### config.mk
export PLATFORM = sky130hd
export DESIGN_NAME = pload_shreg
export DESIGN_NICKNAME = d
export VERILOG_FILES = /design/src/rtl/pls_pkg.sv /design/src/rtl/pls_sync2.sv /design/src/rtl/pls_edge_qual.sv /design/src/rtl/pls_stage_chain.sv /design/src/rtl/pload_shreg.sv
export SDC_FILE = /design/constraint.sdc
export NUM_CORES = 1
export LEC_CHECK = 0
export ABC_AREA = 1
export BUFFER_PORTS_ARGS = -buffer_cell sky130_fd_sc_hd__buf_4
export CORE_ASPECT_RATIO = 0.7
export CORE_UTILIZATION = 35
export DETAILED_ROUTE_END_ITERATION = 7
export PLACE_DENSITY = 0.5
export SETUP_SLACK_MARGIN = 0.1
export SYNTH_ARGS = -nofsm -noshare
export SYNTH_HDL_FRONTEND = slang
export SYNTH_SLANG_ARGS = --single-unit
export TNS_END_PERCENT = 10
### constraint.sdc
create_clock -name sys_clk -period 2 [get_ports sys_clk]
set_input_delay 0.2 -clock sys_clk [delete_from_list [all_inputs] [get_ports sys_clk]]
set_output_delay 0.2 -clock sys_clk [all_outputs]
set_load 0.03 [all_outputs]
### src/rtl/pls_pkg.sv
// Shared types for the parallel-load shift register.
// Assumes: the control inputs are sampled together as one packed vector.
package pls_pkg;

    // Sampled control group; the bit order is fixed by this struct.
    typedef struct packed {
        logic ld_n;
        logic blk;
        logic clk;
    } ctl_t;

    localparam int CTL_W = $bits(ctl_t);

    // Idle control value used during reset: no load, both clocks low.
    localparam ctl_t CTL_IDLE = '{ld_n: 1'b1, blk: 1'b0, clk: 1'b0};

endpackage

### src/rtl/pls_sync2.sv
// Two-flop sampling stage for a group of asynchronous levels.
// Assumes: each bit is sampled on its own; a reset loads RST_VAL into both flops.
module pls_sync2 #(
    parameter int             W       = 1,
    parameter logic [W-1:0]   RST_VAL = '0
) (
    input  logic          sys_clk,
    input  logic          sys_rst_n,
    input  logic [W-1:0]  d_in,
    output logic [W-1:0]  q_out
);

    logic [W-1:0] meta_q;

    // Shift the input through two flops, resetting both to the idle value.
    always_ff @(posedge sys_clk) begin
        if (!sys_rst_n) begin
            meta_q <= RST_VAL;
            q_out  <= RST_VAL;
        end else begin
            meta_q <= d_in;
            q_out  <= meta_q;
        end
    end

endmodule

### src/rtl/pls_edge_qual.sv
// Finds rising edges of the sampled shift clock and blocking input.
// It qualifies them into one shift strobe and passes the load request on.
// Assumes: its inputs are already in the system domain.
// Coincident rises of both inputs yield no strobe.
module pls_edge_qual (
    input  logic sys_clk,
    input  logic sys_rst_n,
    input  logic s_clk,
    input  logic s_blk,
    input  logic s_ld_n,
    output logic rise_clk,
    output logic rise_blk,
    output logic shift_fire,
    output logic load_now
);

    logic clk_prev;
    logic blk_prev;

    // Keep last cycle's sampled clock levels for edge detection.
    always_ff @(posedge sys_clk) begin
        if (!sys_rst_n) begin
            clk_prev <= 1'b0;
            blk_prev <= 1'b0;
        end else begin
            clk_prev <= s_clk;
            blk_prev <= s_blk;
        end
    end

    // An edge counts only while the partner input is low, and never during a load.
    always_comb begin
        rise_clk   = s_clk & ~clk_prev;
        rise_blk   = s_blk & ~blk_prev;
        load_now   = ~s_ld_n;
        shift_fire = s_ld_n & ((rise_clk & ~s_blk) | (rise_blk & ~s_clk));
    end

endmodule

### src/rtl/pls_stage_chain.sv
// The register stages: a level-sensitive parallel load with priority, else a shift.
// Assumes: load and shift come from the same sampled control group.
module pls_stage_chain #(
    parameter int STAGES = 8
) (
    input  logic              sys_clk,
    input  logic              sys_rst_n,
    input  logic              load_now,
    input  logic              shift_fire,
    input  logic [STAGES-1:0] par_s,
    input  logic              ser_s,
    output logic [STAGES-1:0] stage_q
);

    genvar gi;
    generate
        for (gi = 0; gi < STAGES; gi++) begin : g_stage
            logic shift_src;
            if (gi == 0) begin : g_head
                assign shift_src = ser_s;
            end else begin : g_body
                assign shift_src = stage_q[gi-1];
            end

            // One stage: reset, then load, then shift, else hold.
            always_ff @(posedge sys_clk) begin
                if (!sys_rst_n)
                    stage_q[gi] <= 1'b0;
                else if (load_now)
                    stage_q[gi] <= par_s[gi];
                else if (shift_fire)
                    stage_q[gi] <= shift_src;
            end
        end
    endgenerate

endmodule

### src/rtl/pload_shreg.sv
// Top of the parallel-load shift register.
// It samples every input through two flops, qualifies the shift edges,
// and drives the last stage out true and inverted.
// Assumes: one system clock; the device-level clock is much slower than it.
module pload_shreg #(
    parameter int STAGES = 8
) (
    input  logic              sys_clk,
    input  logic              sys_rst_n,
    input  logic [STAGES-1:0] par_in,
    input  logic              ser_in,
    input  logic              load_n,
    input  logic              shift_clk,
    input  logic              clk_block,
    output logic              last_q,
    output logic              last_qn
);
    import pls_pkg::*;

    localparam int DAT_W = STAGES + 1;

    ctl_t              ctl_raw;
    ctl_t              ctl_s;
    logic [DAT_W-1:0]  dat_s;
    logic [STAGES-1:0] par_s;
    logic              ser_s;
    logic              s_clk;
    logic              s_blk;
    logic              s_ld_n;
    logic              rise_clk;
    logic              rise_blk;
    logic              shift_fire;
    logic              load_now;
    logic [STAGES-1:0] stage_q;

    assign ctl_raw = '{ld_n: load_n, blk: clk_block, clk: shift_clk};

    pls_sync2 #(.W(CTL_W), .RST_VAL(CTL_IDLE)) u_ctl_sync (
        .sys_clk  (sys_clk),
        .sys_rst_n(sys_rst_n),
        .d_in     (ctl_raw),
        .q_out    (ctl_s)
    );

    pls_sync2 #(.W(DAT_W), .RST_VAL('0)) u_dat_sync (
        .sys_clk  (sys_clk),
        .sys_rst_n(sys_rst_n),
        .d_in     ({ser_in, par_in}),
        .q_out    (dat_s)
    );

    // Split the sampled groups back into named fields.
    always_comb begin
        s_clk  = ctl_s.clk;
        s_blk  = ctl_s.blk;
        s_ld_n = ctl_s.ld_n;
        par_s  = dat_s[STAGES-1:0];
        ser_s  = dat_s[STAGES];
    end

    pls_edge_qual u_qual (
        .sys_clk   (sys_clk),
        .sys_rst_n (sys_rst_n),
        .s_clk     (s_clk),
        .s_blk     (s_blk),
        .s_ld_n    (s_ld_n),
        .rise_clk  (rise_clk),
        .rise_blk  (rise_blk),
        .shift_fire(shift_fire),
        .load_now  (load_now)
    );

    pls_stage_chain #(.STAGES(STAGES)) u_chain (
        .sys_clk   (sys_clk),
        .sys_rst_n (sys_rst_n),
        .load_now  (load_now),
        .shift_fire(shift_fire),
        .par_s     (par_s),
        .ser_s     (ser_s),
        .stage_q   (stage_q)
    );

    // Drive the last stage out in both polarities.
    always_comb begin
        last_q  = stage_q[STAGES-1];
        last_qn = ~stage_q[STAGES-1];
    end

endmodule

Word level (Yosys, flattened, before mapping)
Index checks and enable logic that the tools add are counted.
- add/sub/neg operators: 0
- $mul: 0
- div/mod/pow operators: 0
- magnitude comparators: 0
- eq/ne operators: 1
- shifts and indexed selects: 0
- muxes and demuxes: 16
- bitwise logic cells: 11
- reductions and logical operators: 0
- operator list (cell ; number):
    $mux W1 ; 16
    $and A1 B1 Y1 ; 5
    $not A1 Y1 ; 5
    $ne A2 B2 Y1 const B ; 1
    $or A1 B1 Y1 ; 1
- bits in registers: 34
- bits in latches: 0
- memory bits (writable): 0
- memory bits (read-only): 0
- input port bits: 14
- output and inout port bits: 2
- logic and storage cells: 42
- memories kept: 0

Logic depth before layout (Yosys ltp)
- depth after elaboration: 7
- mapped depth: 7

Cells and area by module
A second synthesis with hierarchy kept.
- cells, all modules: 166
- area total of the unflattened synthesis: 1297.5 um2
- by module, submodules not included (module ; times used ; cells an instance ; area each (um2)):
    pls_sync2 at u_dat_sync ; 1 ; 56 ; 529.3
    pls_stage_chain ; 1 ; 75 ; 499.2
    pls_sync2 at u_ctl_sync ; 1 ; 18 ; 165.2
    pls_edge_qual ; 1 ; 16 ; 100.1
    pload_shreg ; 1 ; 1 ; 3.8

Worst setup path before layout
OpenSTA, ideal clock, no wires.
- path type: register -> register
- start point: register u_chain.stage_q[7] (netlist name)
- end point: register u_chain.stage_q[7]
- data arrival time: 0.965 ns
- setup slack: 0.971 ns
- stages on the path, launching flop included: 5
- period minus slack after synthesis: 1.029 ns
- path through: dfxtp_1 inv_1 nand4_1 nand2_1 nor2_1
- RTL lines (item ; RTL line ; text):
    end signal, assigned by index ; pls_stage_chain.sv:30 ; stage_q[gi] <= par_s[gi];
    end signal, assigned by index ; pls_stage_chain.sv:32 ; stage_q[gi] <= shift_src;
    end, declared ; pls_stage_chain.sv:12 ; output logic [STAGES-1:0] stage_q

Worst setup path in the final report
- start point: register u_ctl_sync.q_out[2]
- end point: register u_chain.stage_q[7]
- word-level cells in the longest chain between the ends: 2
- elaborated cells on any way between the ends: 3
- those cells by class: eq/ne: 1; mux: 1; bitwise: 1
- RTL lines (item ; RTL line ; text):
    start, declared ; pls_sync2.sv:10 ; output logic [W-1:0] q_out
    start signal, assigned ; pls_sync2.sv:22 ; q_out <= meta_q;
    $and A1 B1 Y1 ; pls_edge_qual.sv:36 ; shift_fire = s_ld_n & ((rise_clk & ~s_blk) | (rise_blk & ~s_clk));
    $ne A2 B2 Y1 (no line) ; -- ;
Several ways; a longest one is shown, not always the timed one.
A chain may end at the register's enable or synchronous reset.

==> metrics.txt <==
status=finished, final reports clean; Layout Nets=194; PortBufs=15; core footprint=3320 sq um; post-DP HPWL=1.28 mm; vias in the first global route=786; vias per std cell=3.92; layout cells sized above 1=0.171; synthesized flop and latch total=34; max incr delay on CP=590 ps; Die Y=52.7 um; clock tree sinks=34; Final setup viols=0; Synth Warn #=0; clock root buffer=clkbuf_8; Syn Nets=178; Top cell by count, worst path=nand2_1; post_cts resized=0; first-pass GRT wire length=3.35 mm; Slowest-stage cell, CP=dfxtp_1; synth-to-layout area growth=17.2%; CP required=2190 ps; clk_lat worst skew=280 ps; H-tree depth=2; Mapped Area=1280 sq um; Final Max Tran Viols=0; vias=894; CP arrival=1460 ps; commonest non-fill, non-tap cell in the layout=nand2_1; min Tclk post-route=1280 ps; hold buffers post-CTS=0; post-synth top area share=0.530; R2R depth=6; # DRC=0; largest net degree at the start of global routing=35; pwr dens=918 nW/um^2; R2R Setup Slk=720 ps; Post CTS Setup Buffer Count=0; Worst Setup EP=u_chain.stage_q[7]$_SDFFE_PN0P_; WL/cell=8.45 um; clock buffer depth=2; die area=3920 sq um; critical path fanouts, max=15; Die Width=74.4 um; Post-Synthesis Mean Instance Area=7.83 sq um; synth unique cells=17; r2r startpoint=u_ctl_sync.q_out[2]$_SDFF_PN1_; Ant. Diodes=0; num ports=16; final clock skew=6.50 ps; Peak VDD IR=395 uV; RR Endpoint=u_chain.stage_q[7]$_SDFFE_PN0P_; RePlAce Congestion=0.792; CP startpoint=u_ctl_sync.q_out[2]$_SDFF_PN1_; worst-margin pin slew=443 ps; final WL=1.93 mm; max-cap violations=0; gr usage total=0.122; clock-pin slew on the worst setup and hold paths=70 ps; Tcrit/Tclk final=0.640; Final Hold Vio Count=0; CTS Buf Count=5; initial core utilization=0.387; largest cells by area after synthesis=dfxtp_1 53%, nand2_1 14%, inv_1 13%; Placed Area=1410 sq um; Design Area, Final=1500 sq um; most frequent cells in the layout=49 x nand2_1, 43 x inv_1, 34 x dfxtp_1; TritonCTS clock tree=done; setup tns final=0 ps; drt initial violations=47; Fmax=782 MHz; post-synth top area cell=dfxtp_1; LEAKAGE=0.877 nW; initial antenna violation count=0; critical-path cell list=inv_2, nand2_1, o21a_1, nand2_1, inv_1, nor2_1; crit path capture type=flop; cells after synthesis=164; crit path launch type=flop; Slew HR=0.704; Fill cells=374; Rows=17; crit path kind=reg2reg; post-synthesis sequential area ratio=0.530; Pre-antenna DRT Iters=4; RSZ-0062 raised after global routing=no; grt ovf=0; Final ANT Viol Nets=0; worst hold path class=in2reg; Pwr Total=0.00138 W
## layer usage
layer | GRT usage | wire [um]
met1 | 0.150 | 1020
met2 | 0.167 | 760
met4 | 0.0849 | 53
met5 | 0 | 0
met3 | 0.0577 | 92
## kinds of logic after synthesis
logic type | synth area share
compound gates | 0.0468
buf+inv | 0.172
flops | 0.530
simple gates | 0.251
## metrics by stage
stage / hold WS [ps] / utilization / setup slack [ps] / instances
2_1_floorplan: 285 / - / 971 / 164
3_3_place_gp: 373 / 0.425 / 766 / 220
3_5_place_dp: 379 / 0.425 / 735 / 220
4_1_cts: 75.3 / 0.453 / 713 / 228
5_1_grt: 85.7 / 0.453 / 577 / 228
6_report: 85.7 / 0.453 / 721 / 228
## sequential cells by signal, indices dropped and copies added (netlist names)
name and flops:
u_ctl_sync.meta_q 3, u_qual.blk_prev 1, u_dat_sync.q_out 9, u_dat_sync.meta_q 9, u_chain.stage_q 1, u_qual.clk_prev 1
u_ctl_sync.q_out 3, u_chain.g_stage.shift_src 7
## worst min path at each step
stage | start | end | slack, ps | cells after the start
after floorplan | load_n | u_ctl_sync.meta_q[2]$_SDFF_PN1_ | 280 | 2
after global placement | load_n | u_ctl_sync.meta_q[2]$_SDFF_PN1_ | 370 | 3
after detailed placement | load_n | u_ctl_sync.meta_q[2]$_SDFF_PN1_ | 380 | 3
after CTS | load_n | u_ctl_sync.meta_q[2]$_SDFF_PN1_ | 80 | 3
after global routing | load_n | u_ctl_sync.meta_q[2]$_SDFF_PN1_ | 90 | 3
final | load_n | u_ctl_sync.meta_q[2]$_SDFF_PN1_ | 90 | 3
## where the power goes
| part | total (W) | switching (W) | internal (W) |
|---|---|---|---|
| Clock | 0.000515 | 0.000238 | 0.000276 |
| Combinational | 0.000137 | 0.0000755 | 0.0000615 |
| Sequential | 0.000730 | 0.0000141 | 0.000716 |
| Total | 0.00138 | 0.000328 | 0.00105 |
## synth_stat cells, drive strengths merged
cell	n
nand2	51
clkinv	1
inv	45
buf	4
clkbuf	2
nand3	2
nand4	8
nor2	9
o21a	7
a21boi	1
dfxtp	34
## cell type report
cell class / instances / area [sq um] / area share
clock inverters: 2 / 12.5 / 0.00832
clock buffers: 6 / 82.6 / 0.0549
well taps: 47 / 58.8 / 0.0391
multi-input cells: 78 / 383 / 0.255
flip-flops and latches: 34 / 681 / 0.453
inverters: 46 / 174 / 0.116
repair buffers: 15 / 113 / 0.0749
## worst max-delay path, delay by kind of cell, from the launching register on
kind | cells | cell delay, ps
AND/OR/NAND/NOR | 3 | 190
flip-flops | 1 | 590
buffers and inverters | 2 | 280
AO/OA/AOI/OAI | 1 | 120
(Power assumes the default switching activity.)
